===== config.mk =====
export PLATFORM = sky130hd
export DESIGN_NAME = spi_rom_cmd_seq
export DESIGN_NICKNAME = d
export VERILOG_FILES = /design/src/rtl/spi_rom_pkg.sv /design/src/rtl/spi_rom_dp.sv /design/src/rtl/spi_rom_ctrl.sv /design/src/rtl/spi_rom_cmd_seq.sv
export SDC_FILE = /design/constraint.sdc
export NUM_CORES = 1
export LEC_CHECK = 0
export ABC_CLOCK_PERIOD_IN_PS = 2350
export BUFFER_PORTS_ARGS = -buffer_cell sky130_fd_sc_hd__buf_2
export CAP_MARGIN = 20
export CELL_PAD_IN_SITES_DETAIL_PLACEMENT = 2
export CELL_PAD_IN_SITES_GLOBAL_PLACEMENT = 2
export CORE_MARGIN = 3
export CORE_UTILIZATION = 36
export CTS_CLUSTER_DIAMETER = 30
export DETAILED_ROUTE_END_ITERATION = 7
export PLACE_DENSITY = 0.85
export SLEW_MARGIN = 15
export SYNTH_ARGS = -nofsm -noshare
export SYNTH_HDL_FRONTEND = slang
export SYNTH_SLANG_ARGS = --single-unit

===== constraint.sdc =====
create_clock -name clk -period 2.35 [get_ports clk]
set_input_delay 0.47 -clock clk [delete_from_list [all_inputs] [get_ports clk]]
set_output_delay 0.47 -clock clk [all_outputs]
set_load 0.05 [all_outputs]

===== src/rtl/spi_rom_pkg.sv =====
package spi_rom_pkg;

  localparam logic [7:0] INS_READ  = 8'h03;
  localparam logic [7:0] INS_WRITE = 8'h02;
  localparam logic [7:0] INS_WREN  = 8'h06;
  localparam logic [7:0] INS_STAT  = 8'h05;

  typedef enum logic [2:0] {
    TX_INSTR, TX_ADDR_HI, TX_ADDR_LO, TX_DATA, TX_DUMMY
  } txSel_t;

  typedef enum logic [2:0] {
    K_READ, K_STAT, K_WREN, K_WRITE, K_POLL
  } xferKind_t;

  // strobes from control to datapath
  typedef struct packed {
    logic       latchCmd;
    logic       csDrop;
    logic       csRaise;
    logic       send;
    txSel_t     txSel;
    logic [7:0] instr;
    logic       step;
    logic       rdPush;
  } dpCtl_t;

  function automatic logic [7:0] instrOf(xferKind_t k);
    case (k)
      K_READ:  return INS_READ;
      K_WRITE: return INS_WRITE;
      K_WREN:  return INS_WREN;
      default: return INS_STAT;
    endcase
  endfunction

endpackage


===== src/rtl/spi_rom_dp.sv =====
module spi_rom_dp
  import spi_rom_pkg::*;
#(
  parameter int ADDR_W     = 14,
  parameter int LEN_W      = 16,
  parameter int PAGE_BYTES = 64,
  parameter int CS_GAP     = 4,
  parameter int HALF_CYC   = 2
) (
  input  logic              clk,
  input  logic              rstN,
  input  dpCtl_t            ctl,
  input  logic [ADDR_W-1:0] cmdAddr,
  input  logic [LEN_W-1:0]  cmdLen,
  input  logic [7:0]        wrData,
  input  logic              rdReady,
  input  logic              miso,
  output logic              csN,
  output logic              sclk,
  output logic              mosi,
  output logic [7:0]        rdData,
  output logic              rdValid,
  output logic              gapOk,
  output logic              byteDone,
  output logic              remZero,
  output logic              pageEdge,
  output logic              rxBit0
);

  localparam int PAGE_W = $clog2(PAGE_BYTES);
  localparam int GAP_W  = $clog2(CS_GAP + 1);
  localparam int DIV_W  = (HALF_CYC > 1) ? $clog2(HALF_CYC) : 1;

  logic [ADDR_W-1:0] curAddr;
  logic [LEN_W-1:0]  remLen;
  logic [GAP_W-1:0]  gapCnt;
  logic [DIV_W-1:0]  divCnt;
  logic [2:0]        bitCnt;
  logic              active;
  logic [7:0]        shTx, shRx, txByte;
  logic [15:0]       addr16;

  assign addr16 = 16'(curAddr);

  always_comb begin
    case (ctl.txSel)
      TX_INSTR:   txByte = ctl.instr;
      TX_ADDR_HI: txByte = addr16[15:8];
      TX_ADDR_LO: txByte = addr16[7:0];
      TX_DATA:    txByte = wrData;
      default:    txByte = 8'h00;
    endcase
  end

  always_ff @(posedge clk or negedge rstN) begin
    if (!rstN) begin
      curAddr  <= '0;
      remLen   <= '0;
      csN      <= 1'b1;
      gapCnt   <= GAP_W'(CS_GAP);
      divCnt   <= '0;
      bitCnt   <= '0;
      active   <= 1'b0;
      sclk     <= 1'b0;
      shTx     <= '0;
      shRx     <= '0;
      byteDone <= 1'b0;
      rdData   <= '0;
      rdValid  <= 1'b0;
    end else begin
      byteDone <= 1'b0;
      if (ctl.latchCmd) begin
        curAddr <= cmdAddr;
        remLen  <= cmdLen;
      end else if (ctl.step) begin
        curAddr <= curAddr + 1'b1;
        remLen  <= remLen - 1'b1;
      end
      if (ctl.csDrop) csN <= 1'b0;
      if (ctl.csRaise) begin
        csN    <= 1'b1;
        gapCnt <= GAP_W'(CS_GAP);
      end else if (gapCnt != '0) begin
        gapCnt <= gapCnt - 1'b1;
      end
      if (ctl.send) begin
        active <= 1'b1;
        shTx   <= txByte;
        sclk   <= 1'b0;
        divCnt <= DIV_W'(HALF_CYC - 1);
        bitCnt <= '0;
      end else if (active) begin
        if (divCnt != '0) begin
          divCnt <= divCnt - 1'b1;
        end else begin
          divCnt <= DIV_W'(HALF_CYC - 1);
          if (!sclk) begin
            sclk <= 1'b1;
            shRx <= {shRx[6:0], miso};
          end else begin
            sclk <= 1'b0;
            if (bitCnt == 3'd7) begin
              active   <= 1'b0;
              byteDone <= 1'b1;
            end else begin
              bitCnt <= bitCnt + 1'b1;
              shTx   <= {shTx[6:0], 1'b0};
            end
          end
        end
      end
      if (ctl.rdPush) begin
        rdData  <= shRx;
        rdValid <= 1'b1;
      end else if (rdValid && rdReady) begin
        rdValid <= 1'b0;
      end
    end
  end

  assign mosi     = shTx[7];
  assign gapOk    = (gapCnt == '0);
  assign remZero  = (remLen == '0);
  assign pageEdge = (curAddr[PAGE_W-1:0] == '0);
  assign rxBit0   = shRx[0];

endmodule


===== src/rtl/spi_rom_ctrl.sv =====
module spi_rom_ctrl
  import spi_rom_pkg::*;
(
  input  logic       clk,
  input  logic       rstN,
  input  logic       cmdValid,
  input  logic [1:0] cmdOp,
  input  logic       lenZero,
  input  logic       wrValid,
  input  logic       rdValid,
  input  logic       gapOk,
  input  logic       byteDone,
  input  logic       remZero,
  input  logic       pageEdge,
  input  logic       rxBit0,
  output logic       cmdReady,
  output logic       wrReady,
  output logic       busy,
  output logic       done,
  output dpCtl_t     ctl
);

  typedef enum logic [2:0] {
    S_IDLE, S_START, S_BYTE, S_RDWAIT, S_WRWAIT, S_END
  } state_t;

  state_t    state, stN;
  xferKind_t kind, kN;
  logic [1:0] idx, iN;
  logic       pollBusy, pbN, doneN;

  assign cmdReady = (state == S_IDLE) && !rdValid;
  assign wrReady  = (state == S_WRWAIT);
  assign busy     = (state != S_IDLE);

  always_comb begin
    ctl       = '0;
    ctl.instr = instrOf(kind);
    stN = state; kN = kind; iN = idx; pbN = pollBusy; doneN = 1'b0;
    case (state)
      S_IDLE: if (cmdValid && cmdReady) begin
        if (cmdOp[1]) begin
          ctl.latchCmd = 1'b1; kN = K_STAT; stN = S_START;
        end else if (lenZero) begin
          doneN = 1'b1;
        end else begin
          ctl.latchCmd = 1'b1;
          kN  = cmdOp[0] ? K_WREN : K_READ;
          stN = S_START;
        end
      end
      S_START: if (gapOk) begin
        ctl.csDrop = 1'b1; ctl.send = 1'b1; ctl.txSel = TX_INSTR;
        iN = 2'd0; stN = S_BYTE;
      end
      S_BYTE: if (byteDone) begin
        case (kind)
          K_WREN: stN = S_END;
          K_STAT, K_POLL: begin
            if (idx == 2'd0) begin
              ctl.send = 1'b1; ctl.txSel = TX_DUMMY; iN = 2'd1;
            end else begin
              if (kind == K_STAT) ctl.rdPush = 1'b1;
              else pbN = rxBit0;
              stN = S_END;
            end
          end
          default: begin  // K_READ, K_WRITE
            case (idx)
              2'd0: begin ctl.send = 1'b1; ctl.txSel = TX_ADDR_HI; iN = 2'd1; end
              2'd1: begin ctl.send = 1'b1; ctl.txSel = TX_ADDR_LO; iN = 2'd2; end
              2'd2: begin
                iN = 2'd3;
                if (kind == K_READ) begin
                  ctl.send = 1'b1; ctl.txSel = TX_DUMMY; ctl.step = 1'b1;
                end else begin
                  stN = S_WRWAIT;
                end
              end
              default: begin
                if (kind == K_READ) begin
                  ctl.rdPush = 1'b1;
                  stN = remZero ? S_END : S_RDWAIT;
                end else begin
                  stN = (remZero || pageEdge) ? S_END : S_WRWAIT;
                end
              end
            endcase
          end
        endcase
      end
      S_RDWAIT: if (!rdValid) begin
        ctl.send = 1'b1; ctl.txSel = TX_DUMMY; ctl.step = 1'b1; stN = S_BYTE;
      end
      S_WRWAIT: if (wrValid) begin
        ctl.send = 1'b1; ctl.txSel = TX_DATA; ctl.step = 1'b1; stN = S_BYTE;
      end
      S_END: begin
        ctl.csRaise = 1'b1;
        case (kind)
          K_WREN:  begin kN = K_WRITE; stN = S_START; end
          K_WRITE: begin kN = K_POLL;  stN = S_START; end
          K_POLL: begin
            if (pollBusy)     stN = S_START;
            else if (remZero) begin stN = S_IDLE; doneN = 1'b1; end
            else begin kN = K_WREN; stN = S_START; end
          end
          default: begin stN = S_IDLE; doneN = 1'b1; end
        endcase
      end
      default: stN = S_IDLE;
    endcase
  end

  always_ff @(posedge clk or negedge rstN) begin
    if (!rstN) begin
      state    <= S_IDLE;
      kind     <= K_STAT;
      idx      <= '0;
      pollBusy <= 1'b0;
      done     <= 1'b0;
    end else begin
      state    <= stN;
      kind     <= kN;
      idx      <= iN;
      pollBusy <= pbN;
      done     <= doneN;
    end
  end

endmodule


===== src/rtl/spi_rom_cmd_seq.sv =====
module spi_rom_cmd_seq
  import spi_rom_pkg::*;
#(
  parameter int ADDR_W     = 14,
  parameter int LEN_W      = 16,
  parameter int PAGE_BYTES = 64,
  parameter int CS_GAP     = 4,
  parameter int HALF_CYC   = 2
) (
  input  logic              clk,
  input  logic              rstN,
  input  logic              cmdValid,
  output logic              cmdReady,
  input  logic [1:0]        cmdOp,
  input  logic [ADDR_W-1:0] cmdAddr,
  input  logic [LEN_W-1:0]  cmdLen,
  input  logic [7:0]        wrData,
  input  logic              wrValid,
  output logic              wrReady,
  output logic [7:0]        rdData,
  output logic              rdValid,
  input  logic              rdReady,
  output logic              busy,
  output logic              done,
  output logic              csN,
  output logic              sclk,
  output logic              mosi,
  input  logic              miso
);

  dpCtl_t ctl;
  logic gapOk, byteDone, remZero, pageEdge, rxBit0;

  spi_rom_ctrl ctrl_i (
    .clk(clk), .rstN(rstN), .cmdValid(cmdValid), .cmdOp(cmdOp),
    .lenZero(cmdLen == '0), .wrValid(wrValid), .rdValid(rdValid),
    .gapOk(gapOk), .byteDone(byteDone), .remZero(remZero),
    .pageEdge(pageEdge), .rxBit0(rxBit0), .cmdReady(cmdReady),
    .wrReady(wrReady), .busy(busy), .done(done), .ctl(ctl)
  );

  spi_rom_dp #(
    .ADDR_W(ADDR_W), .LEN_W(LEN_W), .PAGE_BYTES(PAGE_BYTES),
    .CS_GAP(CS_GAP), .HALF_CYC(HALF_CYC)
  ) dp_i (
    .clk(clk), .rstN(rstN), .ctl(ctl), .cmdAddr(cmdAddr), .cmdLen(cmdLen),
    .wrData(wrData), .rdReady(rdReady), .miso(miso), .csN(csN),
    .sclk(sclk), .mosi(mosi), .rdData(rdData), .rdValid(rdValid),
    .gapOk(gapOk), .byteDone(byteDone), .remZero(remZero),
    .pageEdge(pageEdge), .rxBit0(rxBit0)
  );

endmodule


==> results.md, run 1 <==
* Pwr Density at about 1300 nW/um^2
* Multi-input logic area at approximately 2600 sq um
* Number of synthesized flops with an enable pin at 0
* Mapped Area at approximately 4700 sq um
* Global-route wire length before repair at between 20 and 30 mm
* Die Ht at about 120 um
* H-tree depth at 3
* Critical Path RT at ~2.6 ns
* Final #Nets at about 640
* Final hold vios at 0
* ANT cells at 0
* DRT Pass-1 Iters at 4
* Worst Setup Path Type: reg -> reg
* GRT Total Usage at 0.247
* Cell Rows at between 40 and 50
* Share of cells above drive strength 1 at 0.292
* Clock slew at reported path FFs at around 0.07 ns
* CTS tree: yes
* Placer Congestion at 0.827
* Min Tclk post-route at approximately 2.3 ns
* IO buf count at ~60
* Ys Warns at 0
* Drt wl/cell at roughly 24 um
* Synth Net Count at 554
* Clock tree buffer depth at 2
* Clk_lat worst skew at between 0.3 and 0.4 ns
* Antenna violations before repair at 0
* Max_cap viols at 0
* CTS sink count at 76
* Setup crit start kind: flip-flop
* DP HPWL at around 12 mm
* Post-DRT Antenna Nets at 0
* Synth unique cells at 78
* Post-Layout Cell Count at roughly 760
* Area Overhead vs Synth at 24.6%
* Largest net degree at the start of global routing at slightly above 40
* CTS buffer count at 9
* Root buf cell: clkbuf_16
* CP endpoint kind: flip-flop
* R2r startpoint: ctrl_i.idx[0]$_DFFE_PN0P_
* Slew Limit Fails at 0
* DR iter-0 viols at roughly 250
* Final period utilization at 0.994
* Flops & latches, synth at 76
* Syn_area_per_cell at about 9.4 sq um
* Status: completed
* Worst path arrival time at approximately 2.6 ns
* Remaining global-route overflow at 0
* DIE WIDTH at 120 um
* IR drop worst, VDD at about 0.00043 V
* Die area at 14,400 sq um
* Starting Density at 0.370
* Highest clock rate at approximately 0.43 GHz
* Crit-path max FO at 8
* Worst min path class: in -> async
* Placeable Area at roughly 13,000 sq um
* Rel. slew slack at 0.629
* Total power at between 7 and 8 mW
* Register area at about 1900 sq um
* Vias/cell at just under 6
* Most used DFF post-synth: dfrtp_1
* Register area share after synthesis at 0.407
* R2r worst-path depth at 9
* Clk_skew at 0.00937 ns
* WL final at 18.1 mm
* Mapped Cells at between 400 and 500
* Final setup violation count at 0
* Vias in the first global route at around 5,100
* Lkg Pwr at about 2.6 nW
* Post-route DRC violation count at 0
* Cts hold-fix bufs at 0
* Slew @ Worst Pin at about 0.56 ns
* Worst R2R End: dp_i.shRx[7]$_DFFE_PN0P_
* Worst reg2reg setup slack at between 0.01 and 0.015 ns
* Dpl cells at between 700 and 800
* Vias at ~4,500
* Share of synthesized registers carrying an async set or reset at 1.00
* # fillers at around 1,400
* I/O pins at 62
==> per-stage QoR <==
step	setup WS (ns)	setup TNS, ns	area (sq um)	hold slack (ns)	utilization
after global routing	-0.0774	-0.647	5830	0.133	0.460
after global placement	0.123	0	5360	0.452	0.423
final	0.0133	0	5830	0.0885	0.460
after detailed placement	-0.0548	-0.369	5360	0.470	0.423
after floorplan	0.0236	0	4680	0.174	-
after CTS	0.0110	0	5670	0.108	0.448
==> Yosys cell counts, types with 3 or more instances <==
cell / n / area share
dfrtp_1: 73 / 0.39
nand2_1: 48 / 0.038
nor2_1: 39 / 0.031
a21oi_1: 26 / 0.028
o21ai_0: 22 / 0.024
inv_1: 20 / 0.016
nor3_1: 18 / 0.019
mux2_2: 17 / 0.041
nand3_1: 16 / 0.017
buf_2: 15 / 0.016
ha_1: 12 / 0.032
a221o_1: 11 / 0.024
nand2b_1: 11 / 0.015
mux2i_1: 10 / 0.021
o211ai_1: 9 / 0.014
nor4_1: 8 / 0.011
clkbuf_1: 7 / 0.0056
o22ai_1: 7 / 0.0094
a211oi_1: 6 / 0.0096
a21o_1: 6 / 0.0096
and3_1: 6 / 0.0080
nor3b_1: 6 / 0.0096
xnor2_1: 5 / 0.0094
xor2_1: 5 / 0.0094
a31oi_1: 4 / 0.0053
nand4_1: 4 / 0.0053
nor2b_1: 4 / 0.0053
o311ai_0: 4 / 0.0075
o31ai_1: 4 / 0.0064
a22oi_1: 3 / 0.0048
and2_1: 3 / 0.0040
buf_6: 3 / 0.0072
dfstp_2: 3 / 0.017
o31a_1: 3 / 0.0056
==> kinds of logic after synthesis <==
logic type / count (synthesis) / synth area share
multiplexers: 29 / 0.0671
AND/OR/NAND/NOR: 184 / 0.210
AO/OA/AOI/OAI: 137 / 0.217
flip-flops: 76 / 0.407
buffers and inverters: 48 / 0.0489
XOR/XNOR: 10 / 0.0187
adder cells (fa/ha/maj): 12 / 0.0321
==> cell usage in the layout, fill, tap and decap left out, types with 10 or more instances in the layout <==
master	instances
o21ai_0	21
nand3_1	15
a21oi_1	26
mux2i_1	10
buf_4	40
nor3_1	17
buf_2	60
nand2_1	48
nand2b_1	11
ha_1	10
a221o_1	11
mux2_2	17
inv_1	19
dfrtp_1	69
nor2_1	39
==> area by class of cell <==
| class | instances | area share |
|---|---|---|
| Sequential cell | 76 | 0.328 |
| Multi-Input combinational cell | 372 | 0.449 |
| Timing Repair Buffer | 106 | 0.122 |
| Clock buffer | 11 | 0.0416 |
| Inverter | 20 | 0.0129 |
| Clock inverter | 5 | 0.0103 |
| Tap cell | 172 | 0.0369 |
==> critical path, stage by stage (launching register included) <==
cell     delay (ns)
dfrtp_2        0.40
inv_1          0.16
ha_1           0.23
nor3_2         0.06
o31a_1         0.34
o31ai_4        0.28
buf_4          0.21
nor3_4         0.06
buf_12         0.15
mux2_1         0.31
==> repair_timing <==
item	4_1_cts	5_1_grt
endpoints found under the hold margin	0	0
pin swaps	2	7
setup buffers	0	12
gates resized for setup	3	15
setup endpoints to repair	12	30
==> worst max path at each step <==
stage / start / end / slack (ns)
finish: ctrl_i.idx[0]$_DFFE_PN0P_ / dp_i.shRx[7]$_DFFE_PN0P_ / 0.01
CTS: ctrl_i.state[2]$_DFFE_PN0P_ / dp_i.shTx[7]$_DFFE_PN0P_ / 0.01
global placement: wrValid / dp_i.shRx[2]$_DFFE_PN0P_ / 0.12
detailed placement: ctrl_i.idx[0]$_DFFE_PN0P_ / dp_i.shRx[1]$_DFFE_PN0P_ / -0.05
floorplan: ctrl_i.state[0]$_DFFE_PN0P_ / cmdReady / 0.02
global route: ctrl_i.state[1]$_DFFE_PN0P_ / dp_i.shRx[1]$_DFFE_PN0P_ / -0.08
==> where the power goes <==
| group | internal [mW] | switching (mW) | leakage, nW |
|---|---|---|---|
| combinational | 1.60 | 2.18 | 1.49 |
| sequential | 1.86 | 0.687 | 0.945 |
| clock | 0.857 | 0.614 | 0.146 |
==> registers in the layout, summed over array words and instances, names as in the netlist <==
signal           cells
dp_i.shRx            8
dp_i.rdValid         1
dp_i.active          1
dp_i.byteDone        1
dp_i.sclk            1
ctrl_i.done          1
dp_i.curAddr        14
ctrl_i.state         3
ctrl_i.pollBusy      1
dp_i.bitCnt          3
dp_i.shTx            8
dp_i.rdData          8
dp_i.gapCnt          3
ctrl_i.idx           2
ctrl_i.kind          3
dp_i.divCnt          1
dp_i.csN             1
dp_i.remLen         16
==> per-layer routing <==
| layer | GRT usage | vias up | routed length, um |
|---|---|---|---|
| li1 | - | 2028 | - |
| met1 | 0.314 | 2371 | 7740 |
| met2 | 0.420 | 110 | 9190 |
| met3 | 0.0448 | 37 | 677 |
| met4 | 0.0873 | 0 | 448 |
| met5 | 0 | - | 0 |
No activity file was read; power rests on OpenSTA's default activity.
==> inputs of run 2 (changes only) <==
--- a/config.mk
+++ b/config.mk
@@ -14,6 +14,7 @@
 export CORE_UTILIZATION = 36
 export CTS_CLUSTER_DIAMETER = 30
 export DETAILED_ROUTE_END_ITERATION = 7
+export MAX_ROUTING_LAYER = met4
 export PLACE_DENSITY = 0.85
 export SLEW_MARGIN = 15
 export SYNTH_ARGS = -nofsm -noshare
==> results.md, run 2 (synthesized netlist as in run 1, its figures left out) <==
* Status: finished, violations left
* Failing checks: setup timing
* Clock slew at reported path FFs at about 0.070 ns
* Die area at 14,400 sq um
* Starting Density at 0.370
* Clk_lat worst skew at between 0.3 and 0.4 ns
* Slew @ Worst Pin at around 0.64 ns
* Pwr Density at approximately 1300 nW/um^2
* Max_cap viols at 0
* Critical Path RT at around 2.6 ns
* # fillers at about 1,400
* Vias in the first global route at approximately 5,100
* Remaining global-route overflow at 0
* Worst Setup Path Type: reg -> reg
* R2r startpoint: ctrl_i.idx[0]$_DFFE_PN0P_
* Share of cells above drive strength 1 at 0.290
* Drt wl/cell at 24.1 um
* DR iter-0 viols at approximately 270
* Register area at 1910 sq um
* CTS buffer count at 9
* Largest net degree at the start of global routing at 41
* Top flop regs: dp_i.remLen (16), dp_i.curAddr (14)
* WL final at about 18 mm
* CTS sink count at between 70 and 80
* Most frequent cells in the layout: 70 x dfrtp_1, 60 x buf_2, 48 x nand2_1
* DIE WIDTH at approximately 120 um
* Final period utilization at 1.00
* ANT cells at 0
* Setup_tns at -0.0116 ns
* DP HPWL at between 10 and 15 mm
* Die Ht at between 100 and 150 um
* IO buf count at 61
* Crit-path max FO at 8
* Min Tclk post-route at 2.36 ns
* GRT Total Usage at 0.254
* Root buf cell: clkbuf_16
* Highest clock rate at around 0.42 GHz
* Commonest non-fill, non-tap cell in the layout: dfrtp_1
* Final #Nets at between 600 and 700
* Cell Rows at a little over 40
* Post-route DRC violation count at 0
* Clk_skew at 0.0117 ns
* Lkg Pwr at 2.58 nW
* Max reg flops at 16
* Register name with the most flops: dp_i.remLen
* Vias at about 4,500
* CP Launch Point: ctrl_i.idx[0]$_DFFE_PN0P_
* Setup crit start kind: flip-flop
* Post-Layout Cell Count at about 760
* I/O pins at between 60 and 70
* Antenna violations before repair at 0
* IR drop worst, VDD at about 0.00045 V
* Final hold vios at 0
* Rel. slew slack at 0.573
* CP endpoint kind: flip-flop
* Post-layout util at 0.461
* Worst setup margin at -0.0116 ns
* Worst min path class: in -> async
* CTS tree: yes
* Placeable Area at 12,700 sq um
* Slew Limit Fails at 0
* Placer Congestion at approximately 0.84
* Area Overhead vs Synth at 24.7%
* Post-route design area at slightly below 6000 sq um
* Multi-input logic area at between 2000 and 3000 sq um
* Placed inst area at ~5400 sq um
* Dpl cells at ~730
* H-tree depth at 3
* Final setup violation count at 1
* Worst path arrival time at ~2.6 ns
* DRT Pass-1 Iters at 4
* Clock tree buffer depth at 2
* Post-DRT Antenna Nets at 0
* Global-route wire length before repair at between 20 and 30 mm
* Vias/cell at 5.95
## run 2: cell counts in the layout (fill, tap and decap cells not counted)
Identical to the previous run, type by type.
## run 2: worst paths after layout
kind / cells past startpoint / endpoint / slack (ns)
worst max-delay path: 9 / dp_i.shRx[7]$_DFFE_PN0P_ / -0.01
worst min-delay path: 1 / ctrl_i.idx[1]$_DFFE_PN0P_ / 0.09
worst max register to register: 9 / dp_i.shRx[7]$_DFFE_PN0P_ / -0.01
worst min register to register: 2 / dp_i.csN$_DFFE_PN1P_ / 0.50
max in group asynchronous: 2 / ctrl_i.kind[0]$_DFFE_PN1P_ / 1.60
min in group clk: 2 / dp_i.rdValid$_DFFE_PN0P_ / 0.32
## run 2: area by class of cell
| cell class | instances | area share |
|---|---|---|
| Tap cell | 172 | 0.0369 |
| Sequential cell | 76 | 0.327 |
| Timing Repair Buffer | 106 | 0.122 |
| Multi-Input combinational cell | 372 | 0.449 |
| Inverter | 20 | 0.0129 |
| Clock inverter | 5 | 0.0103 |
| Clock buffer | 11 | 0.0416 |
## run 2: routing by layer
metal,routed length [um],vias to the layer above,track usage
li1,-,2030,-
met1,7980,2362,0.318
met2,9200,98,0.419
met3,605,41,0.0429
met4,566,0,0.0873
met5,0,-,-
## run 2: worst max-delay path: stages (launching register included)
cell and delay (ns):
dfrtp_2 0.41, inv_1 0.16, ha_1 0.23, nor3_2 0.06
o31a_1 0.34, o31ai_4 0.30, buf_4 0.21, nor3_4 0.06
buf_12 0.15, mux2_1 0.31
## run 2: report_power, final
group          internal [mW]  total (mW)  leakage [nW]  switching, mW
clock                  0.857        1.47         0.146          0.618
combinational           1.60        3.80          1.49           2.20
sequential              1.86        2.55         0.946          0.699
## run 2: metrics by stage
| stage | hold WS, ns | setup slack (ns) | total power, mW |
|---|---|---|---|
| 6_report | 0.0869 | -0.0116 | 7.83 |
| 5_1_grt | 0.132 | -0.0643 | 8.32 |
| 4_1_cts | 0.108 | 0.0110 | 7.57 |
| 3_5_place_dp | 0.470 | -0.0548 | 5.98 |
| 3_3_place_gp | 0.452 | 0.123 | 5.65 |
| 2_1_floorplan | 0.174 | 0.0236 | 4.75 |
## run 2: timing repair
item | in CTS | in global routing
pin swaps | 2 | 7
setup endpoints to repair | 12 | 29
hold buffers | 0 | 0
buffers inserted | 0 | 12
resized for setup | 3 | 15
==> inputs of run 3 (changes only) <==
--- a/config.mk
+++ b/config.mk
@@ -10,7 +10,7 @@
 export CAP_MARGIN = 20
 export CELL_PAD_IN_SITES_DETAIL_PLACEMENT = 2
 export CELL_PAD_IN_SITES_GLOBAL_PLACEMENT = 2
-export CORE_MARGIN = 3
+export CORE_MARGIN = 4
 export CORE_UTILIZATION = 36
 export CTS_CLUSTER_DIAMETER = 30
 export DETAILED_ROUTE_END_ITERATION = 7
==> constraint.sdc (replaced) <==
create_clock -name clk -period 2.35 [get_ports clk]
set_input_delay 0.47 -clock clk [delete_from_list [all_inputs] [get_ports clk]]
set_output_delay 0.47 -clock clk [all_outputs]
set_load 0.02 [all_outputs]
==> results.md, run 3 (synthesized netlist as in run 1, its figures left out) <==
* Dpl cells at approximately 740
* Starting Density at 0.370
* Worst path arrival time at ~2.6 ns
* Clock tree buffer depth at 2
* Top flop regs: dp_i.remLen (16), dp_i.curAddr (14)
* Cts hold-fix bufs at 0
* Placeable Area at ~13,000 sq um
* Worst min path class: in -> async
* DRT Pass-1 Iters at 4
* Max Used Layer: met4
* I/O pins at 62
* Clock slew at reported path FFs at ~0.060 ns
* R2r startpoint: ctrl_i.idx[1]$_DFFE_PN0P_
* Placer Congestion at 0.845
* CTS tree: yes
* ANT cells at 0
* Vias at 4,442
* Post-DRT Antenna Nets at 0
* Register name with the most flops: dp_i.remLen
* Final #Nets at about 640
* IO buf count at 61
* Area Overhead vs Synth at 23.9%
* CP Launch Point: ctrl_i.idx[1]$_DFFE_PN0P_
* Worst Setup Path Type: reg -> reg
* IR drop worst, VDD at around 0.0006 V
* Cell Rows at approximately 40
* WL final at about 18 mm
* Antenna violations before repair at 0
* Clk_lat worst skew at 0.36 ns
* Remaining global-route overflow at 0
* Final period utilization at 0.983
* Worst R2R End: dp_i.shRx[1]$_DFFE_PN0P_
* Max_cap viols at 0
* Max reg flops at 16
* Slew Limit Fails at 0
* Final hold vios at 0
* Highest clock rate at 0.433 GHz
* Post-layout util at 0.458
* WHS at 0.135 ns
* Slew @ Worst Pin at slightly above 0.6 ns
* Worst reg2reg setup slack at 0.04 ns
* Post-Route M1 WL at between 7 and 8 mm
* H-tree depth at 3
* Critical Path RT at between 2 and 3 ns
* R2r worst-path depth at 9
* Vias in the first global route at 4,986
* Final setup violation count at 0
* Pwr Density at around 1300 nW/um^2
* Largest net degree at the start of global routing at 77
* GRT Total Usage at 0.255
* CTS buffer count at 9
* Die area at 14,900 sq um
* Lkg Pwr at roughly 2.6 nW
* Root buf cell: clkbuf_16
* Share of cells above drive strength 1 at 0.288
* Vias/cell at ~5.9
* Rel. slew slack at 0.592
* Status: completed
* Clk_skew at about 0.011 ns
* Commonest non-fill, non-tap cell in the layout: dfrtp_1
* Most frequent cells in the layout: 70 x dfrtp_1, 60 x buf_2, 47 x nand2_1
* DP HPWL at around 12 mm
* End of the critical path: dp_i.shRx[1]$_DFFE_PN0P_
* Drt wl/cell at approximately 24 um
* Post-route DRC violation count at 0
* DIE WIDTH at approximately 120 um
* Setup crit start kind: flip-flop
* DR iter-0 viols at approximately 230
* Metal2 WL at roughly 9.2 mm
* Global-route wire length before repair at 28.4 mm
* Crit-path max FO at 8
* Routed length on met3 at between 400 and 500 um
* CP endpoint kind: flip-flop
* RSZ-0062 raised after global routing: yes
* CTS sink count at 76
* Setup_tns at 0 ns
* Die Ht at 122 um
* Min Tclk post-route at about 2.3 ns
* Post-Layout Cell Count at ~760
[run 3: cell count changes in the layout (fill, tap and decap cells not counted), sizes merged]
cell      delta
clkinvlp     +1
clkinv       -2
buf          -2
bufinv       +1
clkbuf       -1
[run 3: worst min path at each step]
stage | startpoint | endpoint | slack, ns | depth (start not counted)
after CTS | rstN | ctrl_i.state[1]$_DFFE_PN0P_ | 0.16 | 2
after global routing | rstN | ctrl_i.state[1]$_DFFE_PN0P_ | 0.18 | 2
final | rstN | ctrl_i.state[1]$_DFFE_PN0P_ | 0.14 | 2
after global placement | dp_i.csN$_DFFE_PN1P_ | dp_i.csN$_DFFE_PN1P_ | 0.45 | 2
after detailed placement | dp_i.csN$_DFFE_PN1P_ | dp_i.csN$_DFFE_PN1P_ | 0.48 | 2
after floorplan | rstN | ctrl_i.done$_DFF_PN0_ | 0.17 | 0
[run 3: through the flow]
| step | setup slack, ns | power [mW] | area [sq um] |
|---|---|---|---|
| finish | 0.0390 | 7.76 | 5800 |
| global route | -0.0502 | 8.25 | 5800 |
| CTS | 0.0111 | 7.57 | 5700 |
| detailed placement | -0.0118 | 5.81 | 5360 |
| global placement | 0.0858 | 5.50 | 5360 |
| floorplan | 0.238 | 4.61 | 4680 |
[run 3: metal layers]
metal  track usage  vias up
li1              -     2019
met5             -        -
met4         0.102        0
met1         0.312     2313
met2         0.427       82
met3        0.0334       28
[run 3: critical path, cell delays in order (launching register included)]
cell and delay (ns):
dfrtp_1 0.44, inv_1 0.13, ha_2 0.24, nor3_1 0.21, o31a_1 0.23, o31ai_4 0.10, buf_12 0.16, nor3_4 0.21
buf_12 0.16, mux2_2 0.33
[run 3: where the power goes]
part / internal (mW) / switching [mW]
clock network: 0.958 / 0.615
logic: 1.59 / 2.07
registers: 1.86 / 0.670
[run 3: what timing repair did]
item / CTS / global route
setup endpoints to repair: 3 / 23
gates cloned: 0 / 0
pin swaps: 1 / 4
setup buffers: 2 / 5
gates resized for setup: 1 / 13
[run 3: cell type report]
cell class	instances	area, sq um
fill	1368	6870
multi-input combinational	372	2600
sequential	76	1910
timing repair buffer	104	681
clock buffer	10	239
tap	172	215
clock inverter	5	83.8
inverter	20	75.1
